--- config.mk ---
export PLATFORM = sky130hd
export DESIGN_NAME = sample_fifo_bypass
export DESIGN_NICKNAME = d
export VERILOG_FILES = /design/src/rtl/sfb_pkg.sv /design/src/rtl/sfb_sync.sv /design/src/rtl/sfb_edge.sv /design/src/rtl/sfb_store.sv /design/src/rtl/sample_fifo_bypass.sv
export SDC_FILE = /design/constraint.sdc
export NUM_CORES = 1
export LEC_CHECK = 0
export CAP_MARGIN = 20
export CORE_UTILIZATION = 25
export CTS_CLUSTER_DIAMETER = 120
export DETAILED_ROUTE_END_ITERATION = 16
export MAX_ROUTING_LAYER = met4
export PLACE_DENSITY = 0.43
export SYNTH_ARGS = -nofsm -noshare
export SYNTH_HDL_FRONTEND = slang
export SYNTH_SLANG_ARGS = --single-unit
--- constraint.sdc ---
create_clock -name clk -period 4 [get_ports clk]
set_input_delay 0.6 -clock clk [delete_from_list [all_inputs] [get_ports clk]]
set_output_delay 0.6 -clock clk [all_outputs]
set_load 0.1 [all_outputs]
--- src/rtl/sfb_pkg.sv ---
package sfb_pkg;
  localparam logic [1:0] FILL_NONE = 2'b01;
  localparam logic [1:0] FILL_LOW  = 2'b00;
  localparam logic [1:0] FILL_HALF = 2'b10;
  localparam logic [1:0] FILL_ALL  = 2'b11;

  // Occupancy to fill code; half threshold is depth/2.
  function automatic logic [1:0] fill_code(input int unsigned occ,
                                           input int unsigned depth);
    if (occ == 0)               return FILL_NONE;
    else if (occ >= depth)      return FILL_ALL;
    else if (occ >= depth / 2)  return FILL_HALF;
    else                        return FILL_LOW;
  endfunction
endpackage

--- src/rtl/sfb_sync.sv ---
module sfb_sync #(
  parameter int WIDTH  = 2,
  parameter int STAGES = 2
) (
  input  logic             clk,
  input  logic             rst_n,
  input  logic [WIDTH-1:0] async_in,
  output logic [WIDTH-1:0] sync_out
);
  logic [WIDTH-1:0] stage_q [STAGES];

  genvar s;
  generate
    for (s = 0; s < STAGES; s++) begin : g_stage
      always_ff @(posedge clk or negedge rst_n) begin
        if (!rst_n)      stage_q[s] <= '0;
        else if (s == 0) stage_q[s] <= async_in;
        else             stage_q[s] <= stage_q[(s == 0) ? 0 : s - 1];
      end
    end
  endgenerate

  assign sync_out = stage_q[STAGES-1];
endmodule

--- src/rtl/sfb_edge.sv ---
module sfb_edge (
  input  logic clk,
  input  logic rst_n,
  input  logic level,
  output logic rise,
  output logic fall
);
  logic level_q;

  always_ff @(posedge clk or negedge rst_n) begin
    if (!rst_n) level_q <= 1'b0;
    else        level_q <= level;
  end

  assign rise = level & ~level_q;
  assign fall = ~level & level_q;
endmodule

--- src/rtl/sfb_store.sv ---
module sfb_store #(
  parameter int WORD_W = 18,
  parameter int DEPTH  = 16,
  localparam int PTR_W = (DEPTH > 1) ? $clog2(DEPTH) : 1,
  localparam int CNT_W = $clog2(DEPTH + 1)
) (
  input  logic              clk,
  input  logic              rst_n,
  input  logic              clear,
  input  logic              push,
  input  logic              pop,
  input  logic [WORD_W-1:0] wr_word,
  output logic [WORD_W-1:0] head,
  output logic [CNT_W-1:0]  occ
);
  localparam logic [PTR_W-1:0] LAST_P = PTR_W'(DEPTH - 1);

  logic [WORD_W-1:0] mem [DEPTH];
  logic [PTR_W-1:0]  wr_ptr, rd_ptr;

  function automatic logic [PTR_W-1:0] bump(input logic [PTR_W-1:0] p);
    return (p == LAST_P) ? '0 : p + 1'b1;
  endfunction

  always_ff @(posedge clk) begin
    if (push) mem[wr_ptr] <= wr_word;
  end

  always_ff @(posedge clk or negedge rst_n) begin
    if (!rst_n) begin
      wr_ptr <= '0;
      rd_ptr <= '0;
      occ    <= '0;
    end else if (clear) begin
      wr_ptr <= '0;
      rd_ptr <= '0;
      occ    <= '0;
    end else begin
      if (push) wr_ptr <= bump(wr_ptr);
      if (pop)  rd_ptr <= bump(rd_ptr);
      case ({push, pop})
        2'b10:   occ <= occ + 1'b1;
        2'b01:   occ <= occ - 1'b1;
        default: occ <= occ;
      endcase
    end
  end

  assign head = mem[rd_ptr];
endmodule

--- src/rtl/sample_fifo_bypass.sv ---
module sample_fifo_bypass
  import sfb_pkg::*;
#(
  parameter int DATA_W      = 16,
  parameter int DEPTH       = 16,
  parameter int SYNC_STAGES = 2,
  localparam int WORD_W     = DATA_W + 2,
  localparam int CNT_W      = $clog2(DEPTH + 1)
) (
  input  logic              clk,
  input  logic              rst_n,
  input  logic              conv_done,
  input  logic [WORD_W-1:0] conv_word,
  input  logic              path_sel,
  input  logic              rd_strobe,
  output logic [WORD_W-1:0] out_word,
  output logic [1:0]        fill_status
);
  localparam logic [CNT_W-1:0] FULL_C = CNT_W'(DEPTH);
  localparam logic [CNT_W-1:0] ONE_C  = CNT_W'(1);

  logic [1:0]        sync_bus;
  logic              mode_s, strobe_s;
  logic              rd_rise, rd_fall;
  logic              clear_w, push_w, pop_w, full_w, last_w;
  logic [WORD_W-1:0] head_w, hold_q, fifo_word;
  logic [CNT_W-1:0]  occ_w;

  sfb_sync #(.WIDTH(2), .STAGES(SYNC_STAGES)) u_sync (
    .clk      (clk),
    .rst_n    (rst_n),
    .async_in ({path_sel, rd_strobe}),
    .sync_out (sync_bus)
  );
  assign mode_s   = sync_bus[1];
  assign strobe_s = sync_bus[0];

  sfb_edge u_edge (
    .clk   (clk),
    .rst_n (rst_n),
    .level (strobe_s),
    .rise  (rd_rise),
    .fall  (rd_fall)
  );

  // Named events used by the queue and by the checker.
  assign clear_w = ~mode_s & ~strobe_s;
  assign full_w  = (occ_w == FULL_C);
  assign last_w  = (occ_w == ONE_C);
  assign push_w  = mode_s & conv_done & ~full_w;
  assign pop_w   = mode_s & ((rd_rise & (occ_w > ONE_C)) | (rd_fall & last_w));

  sfb_store #(.WORD_W(WORD_W), .DEPTH(DEPTH)) u_store (
    .clk     (clk),
    .rst_n   (rst_n),
    .clear   (clear_w),
    .push    (push_w),
    .pop     (pop_w),
    .wr_word (conv_word),
    .head    (head_w),
    .occ     (occ_w)
  );

  // Last presented word, kept once the queue drains.
  always_ff @(posedge clk or negedge rst_n) begin
    if (!rst_n)              hold_q <= '0;
    else if (pop_w & last_w) hold_q <= head_w;
  end

  assign fifo_word   = (occ_w != '0) ? head_w : hold_q;
  assign out_word    = mode_s ? fifo_word : conv_word;
  assign fill_status = fill_code(32'(occ_w), DEPTH);
endmodule

## Word level (Yosys, flattened, before mapping)

Memories as Yosys holds them, arrays and structs flattened.
Index checks and enable logic that the tools add are counted.

- $add $sub $neg: 4
- $mul: 0
- Div/mod/pow operators: 0
- Order comparisons: 3
- Equality and inequality tests: 6
- Shift-type cells: 0
- Mux-type cells: 15
- Bitwise logic cells: 14
- Reduce and logical (&&, ||, !) cells: 5

Operators with widths:

| cell | count |
|---|---|
| 2-to-1 mux 18 bit | 2 |
| 2-to-1 mux 4 bit | 6 |
| case mux 5 bit (2 select lines) | 1 |
| bitwise AND 1 bit | 9 |
| adder 4 x 1 -> 4 bit (second input constant) | 2 |
| equality test 4 bit (second input constant) | 2 |
| 2-to-1 mux 2 bit | 3 |
| adder 5 x 1 -> 5 bit (second input constant) | 1 |
| equality test 5 x 1 -> 1 bit (second input constant) | 1 |
| equality test 5 bit (second input constant) | 1 |
| >= comparator 5 x 4 -> 1 bit (second input constant) | 1 |
| >= comparator 5 bit (second input constant) | 1 |
| > comparator 5 x 1 -> 1 bit (second input constant) | 1 |
| logical NOT 5 bit | 1 |
| 2-to-1 mux 5 bit | 1 |
| nonzero test 5 bit | 1 |
| subtractor 5 x 1 -> 5 bit (second input constant) | 1 |
| NOT 1 bit | 4 |
| nonzero test 2 bit | 2 |
| nonzero test 3 bit | 1 |
| equality test 2 x 1 -> 1 bit (second input constant) | 1 |
| equality test 2 bit (second input constant) | 1 |
| 2-to-1 mux 1 bit | 2 |
| bitwise OR 1 bit | 1 |

- Flip-flop bits (word level): 36
- Bits in latches: 0
- RAM bits: 288
- Bits in read-only memories: 0
- Input port bits: 23
- Logic and storage cells: 55
- Memories kept: 1

Memories:

| memory | depth | bits a word | read ports | clocked after Yosys merged registers in | wr ports | RTL line | RTL |
|---|---|---|---|---|---|---|---|
| u_store.mem | 16 | 18 | 1 | 0 | 1 | sfb_store.sv:18 | `logic [WORD_W-1:0] mem [DEPTH];` |

## Longest topological paths before layout

Gate-level depths: netlist (run 1).

- Depth in word-level cells: 8
- Depth in mapped cells: 9
- Mapped depth without buffers: 8

## By module

From an unflattened synthesis (run 1), not the netlist that was laid out.

- Cells, all modules: 697
- Area, all modules: 13083.8 µm²

By module, submodules not included:

| module | times used | cells an instance | area each (µm²) |
|---|---|---|---|
| sfb_store | 1 | 555 | 11666.2 |
| sample_fifo_bypass | 1 | 133 | 1262.5 |
| sfb_sync | 1 | 6 | 115.1 |
| sfb_edge | 1 | 3 | 40.0 |

## Worst setup path before layout (run 1)

OpenSTA, ideal clock, no wires.

- Path type: flip-flop to output port
- Start: register u_store.occ[0]
- End: output fill_status[0]
- Arrival time: 2.852 ns
- Path slack: 0.548 ns
- Stages on the path, launching flop included: 5
- Cells stage by stage: dfrtp_1 -> inv_1 -> ha_1 -> nand2_1 -> o21ai_0

- Word-level cells in the longest chain between the ends: 3

Ends and longest elaborated chain:

| item | RTL line | RTL |
|---|---|---|
| start: declaration | sfb_store.sv:14 | `output logic [CNT_W-1:0] occ` |
| start signal: assignment | sfb_store.sv:42 | `2'b10: occ <= occ + 1'b1;` |
| start signal: assignment | sfb_store.sv:43 | `2'b01: occ <= occ - 1'b1;` |
| >= comparator 5 bit | sfb_pkg.sv:11 | `else if (occ >= depth) return FILL_ALL;` |
| 2-to-1 mux 2 bit | sfb_pkg.sv:11 |  |
| 2-to-1 mux 2 bit (*) | sfb_pkg.sv:10 | `if (occ == 0) return FILL_NONE;` |
| end: declaration | sample_fifo_bypass.sv:17 | `output logic [1:0] fill_status` |

Every way passes the cells marked *; elsewhere a longest branch is shown, timed or not.

## Worst setup path in the final report (run 1)

- Start: register u_store.rd_ptr[0]
- End: output out_word[3]

- Word-level cells in the longest chain between the ends: 3

Ends and longest elaborated chain:

| item | RTL line | RTL |
|---|---|---|
| start: declaration | sfb_store.sv:19 | `logic [PTR_W-1:0] wr_ptr, rd_ptr;` |
| start signal: assignment | sfb_store.sv:40 | `if (pop) rd_ptr <= bump(rd_ptr);` |
| memory (16 x 18 bit) | n/a |  |
| 2-to-1 mux 18 bit | sample_fifo_bypass.sv:70 | `assign fifo_word = (occ_w != '0) ? head_w : hold_q;` |
| 2-to-1 mux 18 bit | sample_fifo_bypass.sv:71 | `assign out_word = mode_s ? fifo_word : conv_word;` |
| end: declaration | sample_fifo_bypass.sv:16 | `output logic [WORD_W-1:0] out_word,` |

No other way between the ends.

==> impl_metrics.py, run 1 <==
metrics = {
    "status": {
        "status": "finished, final reports clean",
    },
    "pwr": {
        "pwr_density_cell_nw_per_um2": 679,
        "vdd.ir_drop.worst_mv": 0.333,
        "total_leakage_power_nw": 5.09,
    },
    "final_layout": {
        "areaGrowthSynthToFinish_pct": 21.5,
        "fraction_of_final_layout_cells_sized_beyond_drive_strength_1": 0.315,
        "layout.cells.non_filler": 1401,
        "finalNetCount": 726,
    },
    "place": {
        "place.port_buffers": 42,
        "placedCellCount": 1334,
        "placement.setup.worst_slack_ps": 821,
        "hpwl_um": 17700,
        "weighted_congestion_reported_at_the_end_of_routability_driven_placement": 0.701,
    },
    "logic_synthesis": {
        "ys_types": 40,
        "synth.most_common_cell": "edfxtp_1",
        "synth_flop_cell": "edfxtp_1",
        "number_of_flops_mapped_to_enable_cells_by_yosys": 288,
        "share_of_flip_flops_with_an_asynchronous_set_or_reset": 0.111,
        "yosys_warnings": 0,
        "syn-cell-area_um2": 13000,
        "synthDominantAreaCellType": "edfxtp_1",
        "yosys_register_bits": 324,
        "synthesis.instances": 616,
        "syn-num-nets": 648,
        "yosysTopAreaCellShare": 0.665,
        "synthTopCellsByCount": "288 x edfxtp_1, 90 x mux4_2, 36 x dfrtp_1, 20 x nor2b_1",
        "ys_top_cells_by_area": "edfxtp_1 66%, mux4_2 16%, dfrtp_1 6.9%",
        "synthesis.area_per_instance_um2": 21.1,
        "sequential_fraction_of_the_synthesis_area": 0.734,
    },
    "critical_path": {
        "worstPathArrival_ps": 3090,
        "chain_of_cells_forming_the_critical_path": "buf_12 -> mux4_2 -> mux4_2 -> a221o_1 -> buf_12",
        "crit_required_ps": 3400,
        "worst_path_largest_cell_delay_ps": 640,
        "r2r_start": "u_sync.sync_out[1]",
        "critical-path-top-delay-family": "multiplexers",
        "crit_path_end_kind": "output port",
        "worst_setup_slack_for_register_to_register_paths_ps": 1320,
        "critical_path.reg2reg.endpoint": "u_store.mem[11][0]",
        "rr_worst_depth": 4,
        "slowest_stage": "dfrtp_4",
        "critPathLaunchType": "register",
        "path_buf_inv": 2,
        "criticalPathCategory": "reg2out",
        "critPathMaxFanout": 25,
    },
    "routing": {
        "drt-pass1-iter-count": 4,
        "remaining_drc_errors": 0,
        "vias_per_cell": 4.53,
        "routed_wl_um": 32600,
        "num_vias": 6348,
        "routed_wire_length_per_instance_um": 23.2,
        "drt_first_iter_violations": 630,
        "ant_nets": 0,
    },
    "timing": {
        "slew_headroom": 0.354,
        "grt_setup_unrepaired": "false",
        "hold-worst-slack_ps": 351,
        "timing.final.max_slew_violations": 0,
        "endpoints_failing_setup": 0,
        "skew_ps": 12.5,
        "worstMarginPinSlew_ps": 966,
        "min_period_ps": 3690,
        "max_freq_mhz": 271,
        "setup-tns-final_ps": 0,
        "timing.final.ws_setup_ps": 306,
        "period_share": 0.923,
        "final-hold-violation-count": 0,
    },
    "floorplanning": {
        "fp.dieH_um": 230,
        "fp.dieW_um": 230,
        "die_area_um2": 53000,
        "std_cell_rows": 83,
        "pin_count": 43,
        "core-area_um2": 51400,
        "initial_utilization": 0.253,
    },
    "min_path": {
        "hold_end": "u_sync.sync_out[0]",
        "holdCritPathClass": "reg2reg",
        "min_from": "u_sync.stage_q[2]",
        "hold_depth": 0,
    },
    "clock_tree": {
        "clockBufferDepth": 3,
        "clkLatencyLatePin_ps": 530,
        "cts.sinks": 324,
        "cts_repair_resize_count": 0,
        "cts_root_buf": "clkbuf_16",
        "clk_transition_reported_paths_ps": 60,
        "tritoncts": "built",
        "cts_inserted_buffers": 37,
        "htree_levels": 2,
    },
    "grt": {
        "grt_pass1_vias": 6866,
        "grt_antenna_before_repair": 4,
        "grt_overflow_total": 0,
        "grt.total_usage": 0.130,
        "grt_pass1_wl_um": 47700,
        "grt_start_max_net_pins": 76,
    },
    "job": {
        "max_capacitance_violation_total": 0,
    },
}
-- metrics by stage --
stage	total power [W]	instance area (um^2)	util
3_3_place_gp	0.00742	14600	0.284
4_1_cts	0.0109	15800	0.308
3_5_place_dp	0.00749	14600	0.284
5_1_grt	0.0112	15800	0.308
2_1_floorplan	0.00643	13000	-
6_report	0.0107	15800	0.308
-- cell type report --
cell class | instances | area [um^2]
fill | 4892 | 35600
sequential | 324 | 9550
multi-input combinational | 250 | 3290
clock buffer | 48 | 1020
timing repair buffer | 73 | 868
tap | 680 | 851
clock inverter | 17 | 200
inverter | 8 | 30.0
antenna | 1 | 2.50
-- routing by layer --
| metal | part of all wire | track usage | wire length [um] |
|---|---|---|---|
| met4 | 0.016 | 0.0323 | 521 |
| met1 | 0.44 | 0.168 | 14400 |
| met3 | 0.047 | 0.0221 | 1520 |
| met2 | 0.49 | 0.211 | 16100 |
| met5 | 0 | - | 0 |
-- state kept, by name (all words and copies together) (netlist names) --
| signal | cells |
|---|---|
| u_store.mem | 288 |
| hold_q | 18 |
| u_store.occ | 5 |
| u_store.rd_ptr | 4 |
| u_store.wr_ptr | 4 |
| u_sync.stage_q | 2 |
| u_sync.sync_out | 2 |
| u_edge.level_q | 1 |
-- how the worst max path moves through the flow --
stage / start / to / slack (ps) / cells after the start
2_1_floorplan: u_store.occ[0] / fill_status[0] / 550 / 4
3_3_place_gp: u_store.rd_ptr[0] / out_word[8] / 850 / 5
3_5_place_dp: u_store.rd_ptr[0] / out_word[8] / 820 / 5
4_1_cts: u_store.rd_ptr[0] / out_word[8] / 240 / 5
5_1_grt: u_store.rd_ptr[0] / out_word[8] / 170 / 5
6_report: u_store.rd_ptr[0] / out_word[3] / 310 / 5
-- logic make-up (layout without fill, tap and decap cells) --
| family | count (synthesis) | in the layout | share of synthesized area |
|---|---|---|---|
| simple gates | 79 | 79 | 0.0351 |
| other cells | 0 | 1 | 0 |
| xor+xnor | 3 | 3 | 0.00202 |
| flops | 324 | 324 | 0.734 |
| buf+inv | 42 | 146 | 0.0164 |
| compound gates | 44 | 44 | 0.0271 |
| mux | 115 | 115 | 0.177 |
| fa+ha+maj | 9 | 9 | 0.00865 |
-- cell usage in the layout (no fill, tap or decap), drive strengths merged, types with 8 or more instances in the layout --
master / count
buf: 49
nand2: 14
nor2b: 20
o21ai: 8
mux2: 18
edfxtp: 288
ha: 9
and3: 12
inv: 11
clkinv: 8
clkbuf: 48
a221o: 18
dfrtp: 36
mux4: 90
clkdlybuf4s50: 23
-- timing repair --
| action | 4_1_cts | 5_1_grt |
|---|---|---|
| endpoints found under the hold margin | 11 | 0 |
| hold buffers | 1 | 0 |
| buffers inserted | 0 | 0 |
-- power breakdown --
part           switching [W]  leakage [nW]  internal [W]
Clock                0.00134         0.585       0.00201
Combinational        0.00188          1.45       0.00146
Sequential          0.000162          3.05       0.00388
Power figures use the tool's default switching activity.
==> run 2, diff against run 1 <==
- ABC_AREA: not set -> 1
- REMOVE_ABC_BUFFERS: not set -> 1
==> run 2 against run 1 <==
Final cell count up 44%. Register-to-register slack worse by 80 ps. Clock skew up 13 ps. Count of clock-buffer cells in the layout up 13. Critical path type unchanged. Critical endpoint is now out_word[17]. Largest cell class unchanged. Highest routed layer unchanged.
==> impl_metrics.py, run 2 <==
metrics = {
    "timing": {
        "endpoints_failing_setup": 0,
        "min_period_ps": 3450,
        "slew_headroom": 0.352,
        "skew_ps": 25.3,
        "grt_setup_unrepaired": "false",
        "hold-worst-slack_ps": 198,
        "timing.final.max_slew_violations": 0,
        "worstMarginPinSlew_ps": 971,
        "max_freq_mhz": 290,
        "setup-tns-final_ps": 0,
        "timing.final.ws_setup_ps": 548,
        "period_share": 0.863,
        "final-hold-violation-count": 0,
    },
    "critical_path": {
        "critical_path.reg2reg.endpoint": "u_store.mem[7][12]",
        "worstPathArrival_ps": 2850,
        "chain_of_cells_forming_the_critical_path": "buf_12 -> o21ai_0 -> o211ai_1 -> nand3_1 -> nand3_1 -> nand2_1 -> nand2_1 -> buf_12",
        "setup_crit_start": "u_store.rd_ptr[0]",
        "critPathMaxFanout": 121,
        "worst_path_largest_cell_delay_ps": 660,
        "criticalPathCategory": "reg2out",
        "r2r_start": "u_store.occ[0]",
        "worst_setup_slack_for_register_to_register_paths_ps": 1240,
        "slowest_stage": "dfrtp_4",
        "rr_worst_depth": 8,
        "crit_path_end_kind": "output port",
        "critPathLaunchType": "register",
        "crit_required_ps": 3400,
        "end_of_the_critical_path": "out_word[17]",
    },
    "job": {
        "max_capacitance_violation_total": 0,
    },
    "clock_tree": {
        "cts_root_buf": "clkbuf_16",
        "cts.sinks": 324,
        "htree_levels": 2,
        "cts-hold-fix-buffers": 0,
        "clk_transition_reported_paths_ps": 60,
        "cts_inserted_buffers": 40,
        "tritoncts": "built",
        "clockBufferDepth": 3,
        "clkLatencyLatePin_ps": 560,
        "cts_post_setup_buffers_inserted": 0,
    },
    "min_path": {
        "holdCritPathClass": "in2async",
    },
    "floorplanning": {
        "pin_count": 43,
        "core-area_um2": 54100,
        "std_cell_rows": 85,
        "initial_utilization": 0.255,
        "fp.dieH_um": 237,
        "fp.dieW_um": 237,
        "die_area_um2": 56100,
    },
    "final_layout": {
        "finalCoreUtilization": 0.307,
        "largestRegisters": "u_store.mem: 288 flops, hold_q: 18 flops, u_store.occ: 5 flops",
        "multi_input_comb_area_um2": 3670,
        "final.fill_count": 5438,
        "mostFrequentLayoutCells": "288 x edfxtp_1, 204 x nor2_1, 200 x nand2_1",
        "largest_register_ffs": 288,
        "seqCellArea_um2": 9560,
        "fraction_of_final_layout_cells_sized_beyond_drive_strength_1": 0.112,
        "regMostFlops": "u_store.mem",
        "areaGrowthSynthToFinish_pct": 20.4,
        "finalNetCount": 1324,
        "layout_commonest_cell": "edfxtp_1",
    },
    "logic_synthesis": {
        "syn-cell-area_um2": 13800,
        "main_combinational_cell_family_by_area_after_synthesis": "simple AND/OR/NAND/NOR gates",
        "synth_flop_cell": "edfxtp_1",
        "synthDominantAreaCellType": "edfxtp_1",
        "yosys.area_share.simple": 0.170,
        "ys_types": 31,
        "synthesis.area_per_instance_um2": 11.2,
        "synth.most_common_cell": "edfxtp_1",
        "yosysTopAreaCellShare": 0.627,
        "number_of_flops_mapped_to_enable_cells_by_yosys": 288,
        "ys_top_cells_by_area": "edfxtp_1 63%, dfrtp_1 6.5%, nor2_1 6.0%",
        "yosys_warnings": 0,
        "synthesis.instances": 1237,
        "yosys-mux-area-fraction": 0,
        "synthTopCellsByCount": "288 x edfxtp_1, 220 x nor2_1, 200 x nand2_1, 122 x nand3_1, 101 x o21ai_0",
        "share_of_flip_flops_with_an_asynchronous_set_or_reset": 0.111,
        "synth-compound-area-share": 0.0791,
        "synth_fa_ha_area_frac": 0.00816,
        "sequential_fraction_of_the_synthesis_area": 0.692,
        "yosys_register_bits": 324,
        "synth_xor_xnor_area_share": 0.00444,
    },
    "routing": {
        "routed_wl_um": 40600,
        "ant_nets": 0,
        "routed_wire_length_per_instance_um": 20.1,
        "num_vias": 9190,
        "vias_per_cell": 4.55,
        "drt-pass1-iter-count": 4,
        "remaining_drc_errors": 0,
        "drt_first_iter_violations": 672,
    },
    "place": {
        "weighted_congestion_reported_at_the_end_of_routability_driven_placement": 0.795,
        "hpwl_um": 22500,
        "placement.setup.worst_slack_ps": 795,
        "place.port_buffers": 42,
    },
    "grt": {
        "grt_antenna_before_repair": 1,
        "grt_overflow_total": 0,
        "grt_pass1_vias": 9151,
        "grt_pass1_wl_um": 60800,
        "grt.total_usage": 0.151,
        "grt_start_max_net_pins": 122,
    },
    "pwr": {
        "pwr_density_cell_nw_per_um2": 704,
        "vdd.ir_drop.worst_mv": 0.364,
        "total_leakage_power_nw": 5.98,
    },
    "status": {
        "status": "finished, final reports clean",
    },
}
==> run 2: power by group <==
part | switching, W | total [W] | internal, W
Sequential | 0.000162 | 0.00405 | 0.00388
Combinational | 0.00285 | 0.00416 | 0.00131
Clock | 0.00141 | 0.00350 | 0.00209
Total | 0.00442 | 0.0117 | 0.00728
==> run 2: repair_timing <==
item | in CTS | in global routing
setup endpoints to repair | 0 | 1
hold endpoints to repair | 0 | 0
resized for setup | 0 | 1
==> run 2: critical path: cells and delay by family, from the launching register on <==
kind | cells | cell delay (ps)
flops | 1 | 660
buf+inv | 2 | 650
simple gates | 4 | 530
compound gates | 2 | 370
==> run 2: worst min-delay path by stage <==
stage,slack [ps],startpoint,endpoint
floorplan,300,rst_n,hold_q[0]
global placement,350,u_sync.stage_q[2],u_sync.sync_out[0]
detailed placement,340,u_sync.stage_q[2],u_sync.sync_out[0]
CTS,240,rst_n,u_sync.sync_out[0]
global route,270,rst_n,hold_q[2]
finish,200,rst_n,hold_q[3]
==> run 2: area by class of cell <==
cell class | instances | area share
timing repair buffer | 82 | 0.0584
clock buffer | 61 | 0.0681
tap | 696 | 0.0524
multi-input combinational | 768 | 0.221
antenna | 1 | 0.000151
sequential | 324 | 0.575
inverter | 76 | 0.0176
clock inverter | 12 | 0.00753
==> run 2: per-layer routing <==
layer	GRT usage	vias up	wire (um)	share of wire
li1	-	4422	-	-
met1	0.193	4513	18500	0.45
met2	0.241	179	19300	0.48
met3	0.0209	76	1470	0.036
met4	0.0643	0	1350	0.033
met5	-	-	0	0
==> run 2: metrics by stage <==
stage,total power (W),area (um^2),std cells
2_1_floorplan,0.00685,13500,1168
3_3_place_gp,0.00833,15400,1946
3_5_place_dp,0.00835,15400,1946
4_1_cts,0.0119,16600,2019
5_1_grt,0.0124,16600,2020
6_report,0.0117,16600,2020
==> run 2: logic make-up after synthesis <==
group	after synthesis
compound gates	191
xor+xnor	7
fa+ha+maj	9
buf+inv	145
flops	324
simple gates	561
==> run 3, diff against run 2 <==
- CORE_UTILIZATION: 25 -> 60
- PLACE_DENSITY: 0.43 -> 0.82
==> run 3 against run 2 <==
Critical path depth grew 3. Final area shrank 5.0%. Critical path type unchanged. Die area shrank 58%. Register-to-register slack is essentially flat. First-iteration DRC count grew 75%. Via count grew 3.8%. Final cell count shrank 22%. Sequential power shrank 1%. Largest power group unchanged. Worst setup slack lost 130 ps. Maximum frequency shrank 3.7%.
==> impl_metrics.py, run 3 (synthesis gave the netlist of run 2 again) <==
metrics = {
    "floorplanning": {
        "fp.dieH_um": 154,
        "fp.dieW_um": 154,
        "pin_count": 43,
        "die_area_um2": 23600,
        "std_cell_rows": 55,
        "initial_utilization": 0.611,
        "core-area_um2": 22600,
    },
    "timing": {
        "min_period_ps": 3590,
        "worstMarginPinSlew_ps": 1080,
        "slew_headroom": 0.282,
        "skew_ps": 23.2,
        "final-hold-violation-count": 0,
        "grt_setup_unrepaired": "false",
        "max_freq_mhz": 279,
        "endpoints_failing_setup": 0,
        "timing.final.ws_setup_ps": 415,
        "hold-worst-slack_ps": 213,
        "timing.final.max_slew_violations": 0,
        "period_share": 0.896,
    },
    "clock_tree": {
        "tritoncts": "built",
        "cts.sinks": 324,
        "cts_inserted_buffers": 31,
        "cts_root_buf": "clkbuf_16",
        "cts-hold-fix-buffers": 0,
        "htree_levels": 1,
        "clkLatencyLatePin_ps": 560,
        "cts_repair_resize_count": 0,
        "clockBufferDepth": 3,
        "clk_transition_reported_paths_ps": 60,
        "cts_post_setup_buffers_inserted": 0,
    },
    "final_layout": {
        "finalNetCount": 1304,
        "regMostFlops": "u_store.mem",
        "largestRegisters": "u_store.mem: 288 flops, hold_q: 18 flops, u_store.occ: 5 flops",
        "largest_register_ffs": 288,
        "final.fill_count": 1535,
        "areaGrowthSynthToFinish_pct": 14.4,
        "fraction_of_final_layout_cells_sized_beyond_drive_strength_1": 0.104,
        "mostFrequentLayoutCells": "288 x edfxtp_1, 204 x nor2_1, 200 x nand2_1",
        "layout_commonest_cell": "edfxtp_1",
        "final_area_um2": 15800,
        "antenna_cells_inserted": 0,
    },
    "pwr": {
        "power.net_switching_w": 0.00424,
        "pwr-share-clk": 0.266,
        "seq_power_share": 0.359,
        "pwr_density_cell_nw_per_um2": 707,
        "vdd.ir_drop.worst_mv": 0.473,
        "switching_share": 0.380,
        "total_leakage_power_nw": 5.84,
        "power_w": 0.0112,
        "internal_power_w": 0.00693,
        "comb_power_share": 0.375,
    },
    "routing": {
        "num_vias": 9538,
        "routed_wire_length_per_instance_um": 20.5,
        "routed_wl_um": 32400,
        "ant_nets": 0,
        "drt_first_iter_violations": 1178,
        "vias_per_cell": 6.03,
        "drt-pass1-iter-count": 7,
        "remaining_drc_errors": 0,
    },
    "critical_path": {
        "critPathLaunchType": "register",
        "crit_path_end_kind": "output port",
        "criticalPathCategory": "reg2out",
        "worstPathArrival_ps": 2990,
        "critPathMaxFanout": 40,
        "crit_required_ps": 3400,
    },
    "grt": {
        "grt_antenna_before_repair": 0,
        "grt_pass1_vias": 9153,
        "grt_start_max_net_pins": 182,
        "grt.total_usage": 0.286,
        "grt_pass1_wl_um": 50200,
        "grt_overflow_total": 0,
    },
    "min_path": {
        "holdCritPathClass": "in2async",
    },
    "place": {
        "placement.setup.worst_slack_ps": 1040,
        "hpwl_um": 18600,
        "place.port_buffers": 42,
        "weighted_congestion_reported_at_the_end_of_routability_driven_placement": 0.874,
        "placed_area_um2": 14700,
    },
    "job": {
        "max_capacitance_violation_total": 0,
    },
    "status": {
        "status": "finished, final reports clean",
    },
}
-- run 3: cell count changes in the layout (fill, tap and decap cells not counted), sizes merged --
cell	change
inv	+3
clkinv	-1
buf	-11
diode	-1
clkbuf	-17
-- run 3: final cells by class --
cell class	count	area, um^2	area share
clock inverters	14	126	0.00800
clock buffers	44	927	0.0587
inverters	76	290	0.0184
repair buffers	71	877	0.0556
well taps	285	357	0.0226
flip-flops and latches	324	9550	0.605
multi-input cells	768	3660	0.232
-- run 3: routing by layer --
metal | routed length (um) | track usage | up-vias
li1 | - | - | 4371
met3 | 2760 | 0.0355 | 90
met4 | 1430 | 0.132 | 0
met2 | 16100 | 0.466 | 569
met5 | 0 | - | -
met1 | 12200 | 0.361 | 4508
-- run 3: power by group through the flow --
stage | Combinational (W) | Sequential (W) | Clock, W
floorplan | 0.00261 | 0.00424 | 0
CTS | 0.00417 | 0.00401 | 0.00297
finish | 0.00419 | 0.00401 | 0.00297
global placement | 0.00405 | 0.00406 | 0
global route | 0.00452 | 0.00403 | 0.00310
detailed placement | 0.00414 | 0.00407 | 0
-- run 3: worst paths after layout --
kind                                   startpoint            endpoint  slack, ps  cells past startpoint
worst max-delay path            u_store.rd_ptr[0]         out_word[5]        410                     11
worst min register to register  u_sync.stage_q[2]  u_sync.sync_out[0]        350                      0
worst max register to register     u_store.occ[0]  u_store.mem[12][5]       1230                      7
min in group clk                u_sync.stage_q[2]  u_sync.sync_out[0]        350                      0
worst min-delay path                        rst_n  u_sync.sync_out[0]        210                      1
max in group asynchronous                   rst_n   u_store.rd_ptr[0]       3070                      1
-- run 3: through the flow --
stage,utilization,std cells,TNS [ps]
floorplan,-,1168,-66470
global placement,0.650,1520,0
detailed placement,0.650,1520,0
CTS,0.696,1578,0
global route,0.699,1582,0
finish,0.699,1582,0
-- run 3: critical path, stage by stage, from the launching register on --
cell	delay, ps
dfrtp_4	490
inv_2	600
buf_4	340
nor2_1	70
nor2_1	120
o21ai_1	100
nand3_1	120
nand3_1	110
nand3_1	100
nand2_1	70
nand2_1	100
buf_12	180
